<file path="src/rtl/sel_irq_status.sv">
module sel_irq_status #(
  parameter int ID_W       = 8,
  parameter int SETTLE_CYC = 80
) (
  input  logic            clk,
  input  logic            rst_n,
  input  logic            sel_i,
  input  logic            bsy_i,
  input  logic            io_i,
  input  logic [ID_W-1:0] id_i,
  input  logic            par_err_i,
  input  logic [ID_W-1:0] sel_en_i,
  input  logic            par_en_i,
  input  logic            eop_stb_i,
  input  logic            busrst_stb_i,
  input  logic            phase_stb_i,
  input  logic            disc_stb_i,
  input  logic            xpar_stb_i,
  input  logic            bsy_loss_stb_i,
  input  logic            clr_i,
  output logic            irq_o,
  output logic            par_err_o,
  output logic            busy_err_o,
  output logic            resel_o
);
  localparam int CW = $clog2(SETTLE_CYC + 1);
  localparam logic [CW-1:0] LAST = CW'(SETTLE_CYC - 1);

  logic [CW-1:0] cnt;
  logic          armed;

  wire sel_cond = sel_i & ~bsy_i & |(id_i & sel_en_i);
  wire sel_hit  = sel_cond & armed & (cnt == LAST);
  wire sel_ok   = sel_hit & ~(par_en_i & par_err_i);
  wire ext_ev   = eop_stb_i | busrst_stb_i | phase_stb_i | disc_stb_i
                | xpar_stb_i | bsy_loss_stb_i;

  always_ff @(posedge clk or negedge rst_n) begin
    if (!rst_n) begin
      cnt        <= '0;
      armed      <= 1'b1;
      irq_o      <= 1'b0;
      par_err_o  <= 1'b0;
      busy_err_o <= 1'b0;
      resel_o    <= 1'b0;
    end else begin
      if (!sel_cond)        cnt <= '0;
      else if (cnt != LAST) cnt <= cnt + 1'b1;
      if (!sel_i)           armed <= 1'b1;
      else if (sel_hit)     armed <= 1'b0;
      irq_o      <= sel_ok | ext_ev | (irq_o & ~clr_i);
      par_err_o  <= xpar_stb_i | (par_err_o & ~clr_i);
      busy_err_o <= bsy_loss_stb_i | (busy_err_o & ~clr_i);
      if (sel_ok) resel_o <= io_i;
    end
  end

  wire any_stb = eop_stb_i | busrst_stb_i | phase_stb_i | disc_stb_i
               | xpar_stb_i | bsy_loss_stb_i;

  AST_RISE_NEEDS_SEL: assert property (@(posedge clk) disable iff (!rst_n)
    ($rose(irq_o) && !$past(any_stb)) |-> $past(sel_i && !bsy_i));
  AST_ZERO_EN_QUIET: assert property (@(posedge clk) disable iff (!rst_n)
    (sel_en_i == '0 && !any_stb && !irq_o) |=> !irq_o);
  AST_PARITY_BLOCKS: assert property (@(posedge clk) disable iff (!rst_n)
    (par_en_i && par_err_i && !any_stb && !irq_o) |=> !irq_o);
  AST_STROBE_SETS: assert property (@(posedge clk) disable iff (!rst_n)
    any_stb |=> irq_o);
  AST_CLR_IRQ: assert property (@(posedge clk) disable iff (!rst_n)
    (clr_i && !any_stb && !sel_i) |=> !irq_o);
  AST_CLR_PERR: assert property (@(posedge clk) disable iff (!rst_n)
    (clr_i && !xpar_stb_i) |=> !par_err_o);
  AST_BERR_SETS: assert property (@(posedge clk) disable iff (!rst_n)
    bsy_loss_stb_i |=> busy_err_o);
endmodule

</file>
<file path="config.mk">
export PLATFORM = sky130hd
export DESIGN_NAME = sel_irq_status
export DESIGN_NICKNAME = d
export VERILOG_FILES = /design/src/rtl/sel_irq_status.sv
export SDC_FILE = /design/constraint.sdc
export NUM_CORES = 1
export LEC_CHECK = 0
export CORE_AREA = 2 2 39 41
export CTS_CLUSTER_DIAMETER = 80
export DETAILED_ROUTE_END_ITERATION = 6
export DIE_AREA = 0 0 41 43
export DONT_BUFFER_PORTS = 1
export PLACE_DENSITY = 0.67
export SKIP_CTS_REPAIR_TIMING = 1
export SLEW_MARGIN = 20
export SYNTH_ARGS = -nofsm -noshare
export SYNTH_HDL_FRONTEND = slang
export SYNTH_SLANG_ARGS = --single-unit
</file>
<file path="constraint.sdc">
create_clock -name clk -period 3.15 [get_ports clk]
set_input_delay 0.315 -clock clk [delete_from_list [all_inputs] [get_ports clk]]
set_output_delay 0.315 -clock clk [all_outputs]
set_load 0.02 [all_outputs]
</file>
==> results of run 1 <==
power breakdown:
| group | switching, mW | internal (mW) | leakage (nW) |
|---|---|---|---|
| Combinational | 0.00994 | 0.00768 | 0.106 |
| Clock | 0.0522 | 0.0492 | 0.0150 |
| Sequential | 0.00496 | 0.157 | 0.152 |
final cells by class:
| cell class | instances | area (um^2) |
|---|---|---|
| fill | 141 | 730.7 |
| sequential | 12 | 301.5 |
| multi-input combinational | 44 | 291.5 |
| clock buffer | 4 | 26.28 |
| tap | 16 | 20.02 |
| timing repair buffer | 1 | 10.01 |
| inverter | 1 | 3.754 |
worst max-delay path by stage:
stage                                  start                  end  slack, ns  cells past startpoint
after floorplan           cnt[0]$_DFFE_PN0P_  resel_o$_DFFE_PN0P_       1.60                      5
after global placement    cnt[0]$_DFFE_PN0P_  resel_o$_DFFE_PN0P_       1.52                      5
after detailed placement  cnt[0]$_DFFE_PN0P_  resel_o$_DFFE_PN0P_       1.43                      5
after CTS                 cnt[0]$_DFFE_PN0P_  resel_o$_DFFE_PN0P_       1.41                      5
after global routing      cnt[0]$_DFFE_PN0P_  resel_o$_DFFE_PN0P_       1.30                      5
final                     cnt[0]$_DFFE_PN0P_  resel_o$_DFFE_PN0P_       1.42                      5
worst max-delay path: stages, from the launching register on:
cell	delay [ns]
dfrtp_1	0.41
ha_1	0.22
nand3_2	0.12
nor4_1	0.32
o211ai_1	0.19
mux2_1	0.34
per-layer routing:
metal	vias up	routed length [um]
met5	-	0
met4	0	34
met3	5	84
met2	18	467
met1	209	456
li1	220	-
cells in the mapped netlist, drive strengths merged, types with 2 or more instances:
| library cell | number | area, um^2 |
|---|---|---|
| dfrtp | 11 | 275.3 |
| a21oi | 2 | 10.01 |
| nor4 | 2 | 12.51 |
| nor2 | 6 | 22.52 |
| nand2 | 5 | 18.77 |
| a211oi | 2 | 15.01 |
| nand3 | 2 | 15.01 |
| a22oi | 4 | 30.03 |
| xnor2 | 3 | 26.28 |
| a21o | 2 | 15.01 |
| o21ai | 2 | 10.01 |
| nor2b | 2 | 12.51 |
cell families after synthesis:
group	count (synthesis)
xor+xnor	3
simple gates	23
fa+ha+maj	1
mux	2
buf+inv	2
compound gates	15
flops	12
state kept, by name, summed over array words and instances, names as in the netlist:
name	count
irq_o	1
busy_err_o	1
par_err_o	1
resel_o	1
cnt	7
armed	1
through the flow:
stage	std cells	area (um^2)	util, %	total power [mW]	hold WS, ns
final	78	653.1	47.20	0.2810	0.1253
after CTS	77	643.1	46.47	0.2820	-0.2904
after floorplan	58	601.8	-	0.1766	0.01941
after global routing	78	653.1	47.20	0.2978	0.1038
after global placement	73	616.8	44.57	0.1788	0.01968
after detailed placement	73	616.8	44.57	0.1791	0.01968
==> flow_metrics.env, run 1 <==
export IMPL_area_growth_pct=8.524
export IMPL_ys_ff_latch=12
export IMPL_p_per_area_mw_per_mm2=430.2
export IMPL_antenna_diode_count=0
export IMPL_syn_nets=89
export IMPL_rrSetupSlack_ns=1.42
export IMPL_grt_first_pass_wirelength_um=1573
export IMPL_peakVddDrop_mv=0.2106
export IMPL_rr_worst_depth=5
export IMPL_clockBufferDepth=2
export IMPL_timing_final_crit_share_pct=54.78
export IMPL_synth_simple_area_share_pct=21.21
export IMPL_floorplan_initialDensity_pct=43.49
export IMPL_path_class="flip-flop to flip-flop"
export IMPL_rows=14
export IMPL_grtUsageMet2_pct=16.56
export IMPL_slew_violations=0
export IMPL_r2r_start="cnt[0]$_DFFE_PN0P_"
export IMPL_routedWlPerCell_um=13.36
export IMPL_synthXorXnorAreaFrac_pct=4.366
export IMPL_syn_area_um2=601.8
export IMPL_layout_common_cells="dfrtp_1 (11), nor2_1 (6), nand2_1 (5)"
export IMPL_drv_cap=0
export IMPL_critPathLaunchType="flip-flop"
export IMPL_ys_warn_count=0
export IMPL_drt_pass1_iterations=2
export IMPL_die_h_um=43
export IMPL_avgSynthCellArea_um2=10.38
export IMPL_grt_max_degree=13
export IMPL_antenna_found_initial=0
export IMPL_required_ns=3.31
export IMPL_synth_compound_gate_area_share_pct=17.26
export IMPL_hp_class="primary input to flip-flop"
export IMPL_synthAdderAreaFrac_pct=2.079
export IMPL_muxShareOfSynthArea_pct=3.534
export IMPL_nets=94
export IMPL_grtUsageMet1_pct=18.15
export IMPL_syn_instance_count=58
export IMPL_p_leak_nw=0.2730
export IMPL_r2r_end="resel_o$_DFFE_PN0P_"
export IMPL_gp_congestion=0.7495
export IMPL_slew_headroom_pct=64.01
export IMPL_dp_hpwl_um=812.6
export IMPL_synth_seq_area_share_pct=50.10
export IMPL_ios=34
export IMPL_path_clk_slew_ns=0.07
export IMPL_die_w_um=41
export IMPL_min_period_ns=1.725
export IMPL_hold_violations=0
export IMPL_setup_viol=0
export IMPL_synth_main_ff_cell="dfrtp_1"
export IMPL_core_area_mm2=0.001384
export IMPL_synthArstFlopShare_pct=100.0
export IMPL_vias_per_cell=5.795
export IMPL_vias=452
export IMPL_ys_types=28
export IMPL_insertion_delay_ns=0.28
export IMPL_timing_fmax_mhz=579.6
export IMPL_dpl_worst_slack_ns=1.435
export IMPL_status="completed"
export IMPL_cp_arrival_ns=1.89
export IMPL_totalWireLength_um=1042
export IMPL_min_from="xpar_stb_i"
export IMPL_tns_ns=0
export IMPL_grt_pass1_vias=388
export IMPL_cts_buffers=3
export IMPL_drtIter0Drc=2
export IMPL_io_buffers=0
export IMPL_cts_sinks=12
export IMPL_path_max_fanout=5
export IMPL_die_area_mm2=0.001763
export IMPL_grt_use_total_pct=13.97
export IMPL_synth_edff_count=0
export IMPL_htreeDepth=1
export IMPL_grt_overflow=0
export IMPL_min_path_cells=1
export IMPL_hold_path_endpoint="par_err_o$_DFF_PN0_"
export IMPL_rsz0062_at_grt="no"
export IMPL_gr_usage_met3_pct=6.283
export IMPL_worst_pin_slew_ns=0.5381
export IMPL_ant_nets=0
export IMPL_final_common_cell="dfrtp_1"
export IMPL_gr_max_usage_layer="met1"
export IMPL_cts_tree="done"
export IMPL_setup_worst_path_end_class="flip-flop"
export IMPL_drive_gt1_share_pct=11.29
export IMPL_synth_top_family_by_area="simple AND/OR/NAND/NOR gates"
export IMPL_drcViolationCount=0
export IMPL_fin_skew_ns=0.003400
export IMPL_clockRootBuffer="clkbuf_4"
export IMPL_fin_ws_ns=1.425
No activity file was read; power rests on OpenSTA's default activity.
==> run 2: changes to the inputs <==
--- a/config.mk
+++ b/config.mk
@@ -5,12 +5,13 @@
 export SDC_FILE = /design/constraint.sdc
 export NUM_CORES = 1
 export LEC_CHECK = 0
+export ABC_AREA = 1
 export CORE_AREA = 2 2 39 41
 export CTS_CLUSTER_DIAMETER = 80
 export DETAILED_ROUTE_END_ITERATION = 6
 export DIE_AREA = 0 0 41 43
 export DONT_BUFFER_PORTS = 1
-export PLACE_DENSITY = 0.67
+export PLACE_DENSITY = 0.71
 export SKIP_CTS_REPAIR_TIMING = 1
 export SLEW_MARGIN = 20
 export SYNTH_ARGS = -nofsm -noshare
==> constraint.sdc (replaced) <==
create_clock -name clk -period 1.7 [get_ports clk]
set_input_delay 0.17 -clock clk [delete_from_list [all_inputs] [get_ports clk]]
set_output_delay 0.17 -clock clk [all_outputs]
set_load 0.02 [all_outputs]
==> run 2 against run 1 <==
Hold slack got worse by 0.12 ns. Maximum frequency rose by 32%. Sequential share of layout area is 5.9 points lower. Power rose by 100%. Sequential power is 85% higher. Synthesized cell count increased by 22%. Flip-flop and latch count unchanged. Non-clock buffer count up 3.
==> flow_metrics.env, run 2 <==
export IMPL_status="completed"
export IMPL_final_common_cell="nand2_1"
export IMPL_path_max_fanout=5
export IMPL_nets=111
export IMPL_min_from="io_i"
export IMPL_synth_main_ff_cell="dfrtp_1"
export IMPL_p_leak_nw=0.3610
export IMPL_ys_warn_count=0
export IMPL_syn_area_um2=653.1
export IMPL_cp_arrival_ns=1.48
export IMPL_rsz0062_at_grt="no"
export IMPL_syn_nets=102
export IMPL_drive_gt1_share_pct=18.99
export IMPL_cts_tree="done"
export IMPL_worst_pin_slew_ns=0.5365
export IMPL_ios=34
export IMPL_clockRootBuffer="clkbuf_4"
export IMPL_drtIter0Drc=5
export IMPL_vias=495
export IMPL_critPathSlowestCell="dfrtp_1"
export IMPL_slew_violations=0
export IMPL_required_ns=1.87
export IMPL_insertion_delay_ns=0.27
export IMPL_gp_congestion=0.7532
export IMPL_htreeDepth=1
export IMPL_path_class="flip-flop to flip-flop"
export IMPL_largest_reg_flops=7
export IMPL_crit_start="cnt[0]$_DFFE_PN0P_"
export IMPL_dp_hpwl_um=909.6
export IMPL_die_h_um=43
export IMPL_routedWlPerCell_um=12.17
export IMPL_slew_headroom_pct=64.12
export IMPL_synthArstFlopShare_pct=100.0
export IMPL_cts_sinks=12
export IMPL_rows=14
export IMPL_avgSynthCellArea_um2=9.199
export IMPL_min_period_ns=1.312
export IMPL_die_w_um=41
export IMPL_area_growth_pct=14.75
export IMPL_setup_worst_path_end_class="flip-flop"
export IMPL_synth_edff_count=0
export IMPL_clockBufferDepth=2
export IMPL_cts_buffers=3
export IMPL_r2r_end="resel_o$_DFFE_PN0P_"
export IMPL_timing_final_crit_share_pct=77.15
export IMPL_fin_skew_ns=0.0009892
export IMPL_totalWireLength_um=1156
export IMPL_timing_fmax_mhz=762.4
export IMPL_setup_viol=0
export IMPL_synth_most_common_cell="nand2_1"
export IMPL_critPathLaunchType="flip-flop"
export IMPL_p_per_area_mw_per_mm2=752.3
export IMPL_ys_ff_latch=12
export IMPL_grt_pass1_vias=505
export IMPL_min_path_cells=2
export IMPL_grt_max_degree=13
export IMPL_io_buffers=0
export IMPL_ys_top_cells_by_area="dfrtp_1 (42%), nand2_1 (11%), nand3_4 (5.4%)"
export IMPL_cp_cell_sequence="ha_1 -> nand3_4 -> nor2_8 -> nand4_1 -> nand2_1 -> nand2_1"
export IMPL_r2r_start="cnt[0]$_DFFE_PN0P_"
export IMPL_die_area_mm2=0.001763
export IMPL_rr_worst_depth=6
export IMPL_largest_register="cnt"
export IMPL_grt_use_total_pct=16.80
export IMPL_ant_nets=0
export IMPL_holdWs_ns=0.008671
export IMPL_tns_ns=0
export IMPL_hp_class="primary input to flip-flop"
export IMPL_floorplan_initialDensity_pct=47.20
export IMPL_syn_instance_count=71
export IMPL_ys_types=25
export IMPL_max_stage_delay_ns=0.39
export IMPL_vias_per_cell=5.211
export IMPL_synth_seq_area_share_pct=46.17
export IMPL_grt_overflow=0
export IMPL_drv_cap=0
export IMPL_yosysTopAreaCell="dfrtp_1"
export IMPL_yosys_area_top_type_share_pct=42.15
export IMPL_drt_pass1_iterations=3
export IMPL_grt_first_pass_wirelength_um=1952
export IMPL_synthTopCellsByCount="nand2_1 (20), dfrtp_1 (11), nor2_1 (5)"
export IMPL_antenna_diode_count=0
export IMPL_drcViolationCount=0
export IMPL_antenna_found_initial=0
export IMPL_core_area_mm2=0.001384
export IMPL_hold_path_endpoint="resel_o$_DFFE_PN0P_"
export IMPL_cpMostUsedCell="nand2_1"
export IMPL_peakVddDrop_mv=0.5502
export IMPL_layout_common_cells="nand2_1 (20), dfrtp_1 (11), nor2_1 (5)"
export IMPL_hold_violations=0
export IMPL_rrSetupSlack_ns=0.39
export IMPL_path_clk_slew_ns=0.07
run 2: cell types whose count changed after synthesis, sizes merged, moves of 3 or more:
cell | before | now
xor2 | 0 | 3
a22oi | 4 | 0
nand2 | 5 | 20
inv | 1 | 5
nand3 | 2 | 5
run 2: worst max-delay path, delay by kind of cell (launching register included):
kind / cells / cell delay [ns]
and+or+nand+nor: 5 / 0.58
DFF: 1 / 0.39
adders and majority gates: 1 / 0.24
run 2: where the power goes:
| part | leakage (nW) | total (mW) | switching [mW] | internal [mW] |
|---|---|---|---|---|
| clock network | 0.0210 | 0.222 | 0.0917 | 0.130 |
| logic | 0.188 | 0.0420 | 0.0237 | 0.0183 |
| registers | 0.152 | 0.300 | 0.00900 | 0.291 |
| total | 0.361 | 0.564 | 0.124 | 0.439 |
run 2: worst max-delay path by stage:
stage	endpoint	depth (start not counted)
finish	resel_o$_DFFE_PN0P_	6
global route	resel_o$_DFFE_PN0P_	6
CTS	resel_o$_DFFE_PN0P_	6
detailed placement	resel_o$_DFFE_PN0P_	6
global placement	resel_o$_DFFE_PN0P_	6
floorplan	resel_o$_DFFE_PN0P_	6
run 2: final cells by class:
type                            instances  area, um^2
Sequential cell                        12       301.5
Inverter                                5       18.77
Tap cell                               16       20.02
Fill cell                             120       634.4
Multi-Input combinational cell         54       332.8
Timing Repair Buffer                    4       40.04
Clock buffer                            4       36.28
run 2: metrics by stage:
stage / area [um^2] / power [mW] / setup WS [ns] / std cells / util (%)
finish: 749.5 / 0.5638 / 0.3884 / 95 / 54.16
global route: 749.5 / 0.5914 / 0.2642 / 95 / 54.16
CTS: 709.4 / 0.5579 / 0.3857 / 91 / 51.27
detailed placement: 673.1 / 0.3354 / 0.3925 / 87 / 48.64
global placement: 673.1 / 0.3345 / 0.4400 / 87 / 48.64
floorplan: 653.1 / 0.3297 / 0.4831 / 71 / -
run 2: layer usage:
metal	part of all wire (%)	vias up	wire (um)	GRT usage [%]
met4	1.0	0	12	10.00
met1	42	219	490	19.59
li1	-	250	-	-
met2	48	24	552	25.62
met3	8.7	2	100	5.236
met5	0	-	0	0
run 2: kinds of logic after synthesis:
logic type | Yosys count | share of synthesized area (%)
buffers and inverters | 5 | 2.874
adder cells (fa/ha/maj) | 1 | 1.915
flip-flops | 12 | 46.17
XOR/XNOR | 5 | 6.706
AND/OR/NAND/NOR | 39 | 33.91
AO/OA/AOI/OAI | 9 | 8.429
==> run 3: changes to the inputs <==
--- a/config.mk
+++ b/config.mk
@@ -11,7 +11,7 @@
 export DETAILED_ROUTE_END_ITERATION = 6
 export DIE_AREA = 0 0 41 43
 export DONT_BUFFER_PORTS = 1
-export PLACE_DENSITY = 0.71
+export PLACE_DENSITY = 0.73
 export SKIP_CTS_REPAIR_TIMING = 1
 export SLEW_MARGIN = 20
 export SYNTH_ARGS = -nofsm -noshare
==> constraint.sdc (replaced) <==
create_clock -name clk -period 1.18 [get_ports clk]
set_input_delay 0.118 -clock clk [delete_from_list [all_inputs] [get_ports clk]]
set_output_delay 0.118 -clock clk [all_outputs]
set_load 0.02 [all_outputs]
==> run 3 against run 2 <==
The flow now finishes with violations (setup timing). Non-clock buffer count up 9. Maximum frequency is 8.6% higher. Flip-flop and latch count unchanged. Die area unchanged. Largest power group unchanged. Clock skew increased by 0.0042 ns. Wire length grew 22%. Combinational power increased by 100%. Critical endpoint is now cnt[0]$_DFFE_PN0P_. Clock power is 51% higher. Largest cell class unchanged.
==> flow_metrics.env, run 3 (same netlist as run 2, synthesis figures left out) <==
export IMPL_status="finished, violations left"
export IMPL_violations="setup timing"
export IMPL_clockBufferDepth=2
export IMPL_p_per_area_mw_per_mm2=1005
export IMPL_setup_worst_path_end_class="flip-flop"
export IMPL_slew_violations=0
export IMPL_rows=14
export IMPL_fin_skew_ns=0.005160
export IMPL_critPathLaunchType="flip-flop"
export IMPL_drive_gt1_share_pct=25.00
export IMPL_insertion_delay_ns=0.28
export IMPL_largest_reg_flops=7
export IMPL_antenna_diode_count=0
export IMPL_slew_headroom_pct=62.79
export IMPL_area_growth_pct=29.89
export IMPL_required_ns=1.33
export IMPL_grtUsageMet2_pct=30.63
export IMPL_grt_first_pass_wirelength_um=2208
export IMPL_gr_max_usage_layer="met2"
export IMPL_comb_power_share_pct=10.0
export IMPL_drtIter0Drc=5
export IMPL_grtUsageMet1_pct=20.62
export IMPL_hp_class="primary input to flip-flop"
export IMPL_internal_power_mw=0.6497
export IMPL_setup_viol=2
export IMPL_fill_cells=124
export IMPL_vias=561
export IMPL_cp_cell_sequence="ha_4 -> nand3_4 -> nor2_8 -> xor2_1 -> nor2_1"
export IMPL_floorplan_initialDensity_pct=47.20
export IMPL_swShare_pct=23.80
export IMPL_largest_register="cnt"
export IMPL_seqPwrFrac_pct=50.7
export IMPL_routedWlPerCell_um=13.62
export IMPL_gr_usage_met3_pct=7.330
export IMPL_totalWireLength_um=1416
export IMPL_path_clk_slew_ns=0.08
export IMPL_p_switching_mw=0.2029
export IMPL_p_leak_nw=0.4011
export IMPL_final_common_cell="nand2_1"
export IMPL_die_h_um=43
export IMPL_path_max_fanout=5
export IMPL_gp_congestion=0.8023
export IMPL_hold_violations=0
export IMPL_die_w_um=41
export IMPL_dp_hpwl_um=1097
export IMPL_pwr_share_clk_pct=39.3
export IMPL_grt_use_total_pct=19.16
export IMPL_drv_cap=0
export IMPL_grt_pass1_vias=564
export IMPL_core_area_mm2=0.001384
export IMPL_dpl_instance_area_um2=715.7
export IMPL_antenna_found_initial=0
export IMPL_vias_per_cell=5.394
export IMPL_ant_nets=0
export IMPL_min_period_ns=1.207
export IMPL_timing_final_crit_share_pct=102.3
export IMPL_drt_pass1_iterations=4
export IMPL_clockRootBuffer="clkbuf_4"
export IMPL_critPathSlowestCell="dfrtp_1"
export IMPL_io_buffers=0
export IMPL_layout_common_cells="nand2_1 (20), dfrtp_1 (11), dlygate4sd3_1 (9)"
export IMPL_rsz0062_at_grt="yes"
export IMPL_peakVddDrop_mv=0.6021
export IMPL_ios=34
export IMPL_cts_sinks=12
export IMPL_final_cell_area_um2=848.3
export IMPL_fin_ws_ns=-0.02740
export IMPL_grt_overflow=0
export IMPL_cts_tree="done"
export IMPL_cts_buffers=3
export IMPL_max_stage_delay_ns=0.40
export IMPL_htreeDepth=1
export IMPL_path_class="flip-flop to flip-flop"
export IMPL_timing_fmax_mhz=828.2
export IMPL_nets=120
export IMPL_cp_arrival_ns=1.36
export IMPL_drcViolationCount=0
export IMPL_die_area_mm2=0.001763
export IMPL_grt_max_degree=13
export IMPL_finish_utilization_pct=61.30
export IMPL_worst_pin_slew_ns=0.5563
## run 3: cell count changes in the layout (fill, tap and decap cells not counted), sizes merged
cell and change:
dlygate4sd3 +5, buf +4
## run 3: final timing paths
check / start / end / slack [ns] / cells after the start
worst min-delay path: clr_i / busy_err_o$_DFF_PN0_ / 0.06 / 2
worst max-delay path: cnt[1]$_DFFE_PN0P_ / cnt[0]$_DFFE_PN0P_ / -0.03 / 5
worst min register to register: armed$_DFFE_PN1P_ / armed$_DFFE_PN1P_ / 0.46 / 2
worst max register to register: cnt[1]$_DFFE_PN0P_ / cnt[0]$_DFFE_PN0P_ / -0.03 / 5
min in group asynchronous: rst_n / cnt[3]$_DFFE_PN0P_ / 0.26 / 1
max in group asynchronous: rst_n / par_err_o$_DFF_PN0_ / 0.55 / 1
## run 3: final cells by class
| type | instances | area (um^2) | share of cell area, % |
|---|---|---|---|
| clock buffers | 4 | 36.28 | 4.277 |
| well taps | 16 | 20.02 | 2.360 |
| multi-input cells | 54 | 351.6 | 41.45 |
| flip-flops and latches | 12 | 301.5 | 35.55 |
| inverters | 5 | 18.77 | 2.212 |
| repair buffers | 13 | 120.1 | 14.16 |
## run 3: per-stage QoR
step	total power [mW]	hold WS [ns]	cells	TNS [ns]	setup WS [ns]
2_1_floorplan	0.4773	-0.1776	71	0	0.01304
3_3_place_gp	0.4891	-0.1773	91	0	0.003289
3_5_place_dp	0.4924	-0.1773	91	-0.09676	-0.05670
4_1_cts	0.8211	-0.4789	95	-0.1287	-0.06537
5_1_grt	0.8880	0.08376	104	-0.4584	-0.1200
6_report	0.8526	0.06258	104	-0.05251	-0.02740
## run 3: metal layers
layer,part of all wire (%),wire (um),vias up
met5,0,0,-
met4,2.2,31,0
met3,5.8,82,6
met2,56,795,22
met1,36,507,265
li1,-,-,268
## run 3: power by group through the flow
stage	Clock [mW]	Sequential (mW)	Combinational, mW
floorplan	0	0.440	0.0372
global placement	0	0.440	0.0488
detailed placement	0	0.441	0.0515
CTS	0.337	0.433	0.0517
global route	0.357	0.434	0.0973
finish	0.335	0.432	0.0849
## run 3: critical path, delay by kind of cell (launching register included)
family	cells	cell delay, ns
XOR/XNOR	1	0.17
adder cells (fa/ha/maj)	1	0.17
flip-flops	1	0.40
AND/OR/NAND/NOR	3	0.34
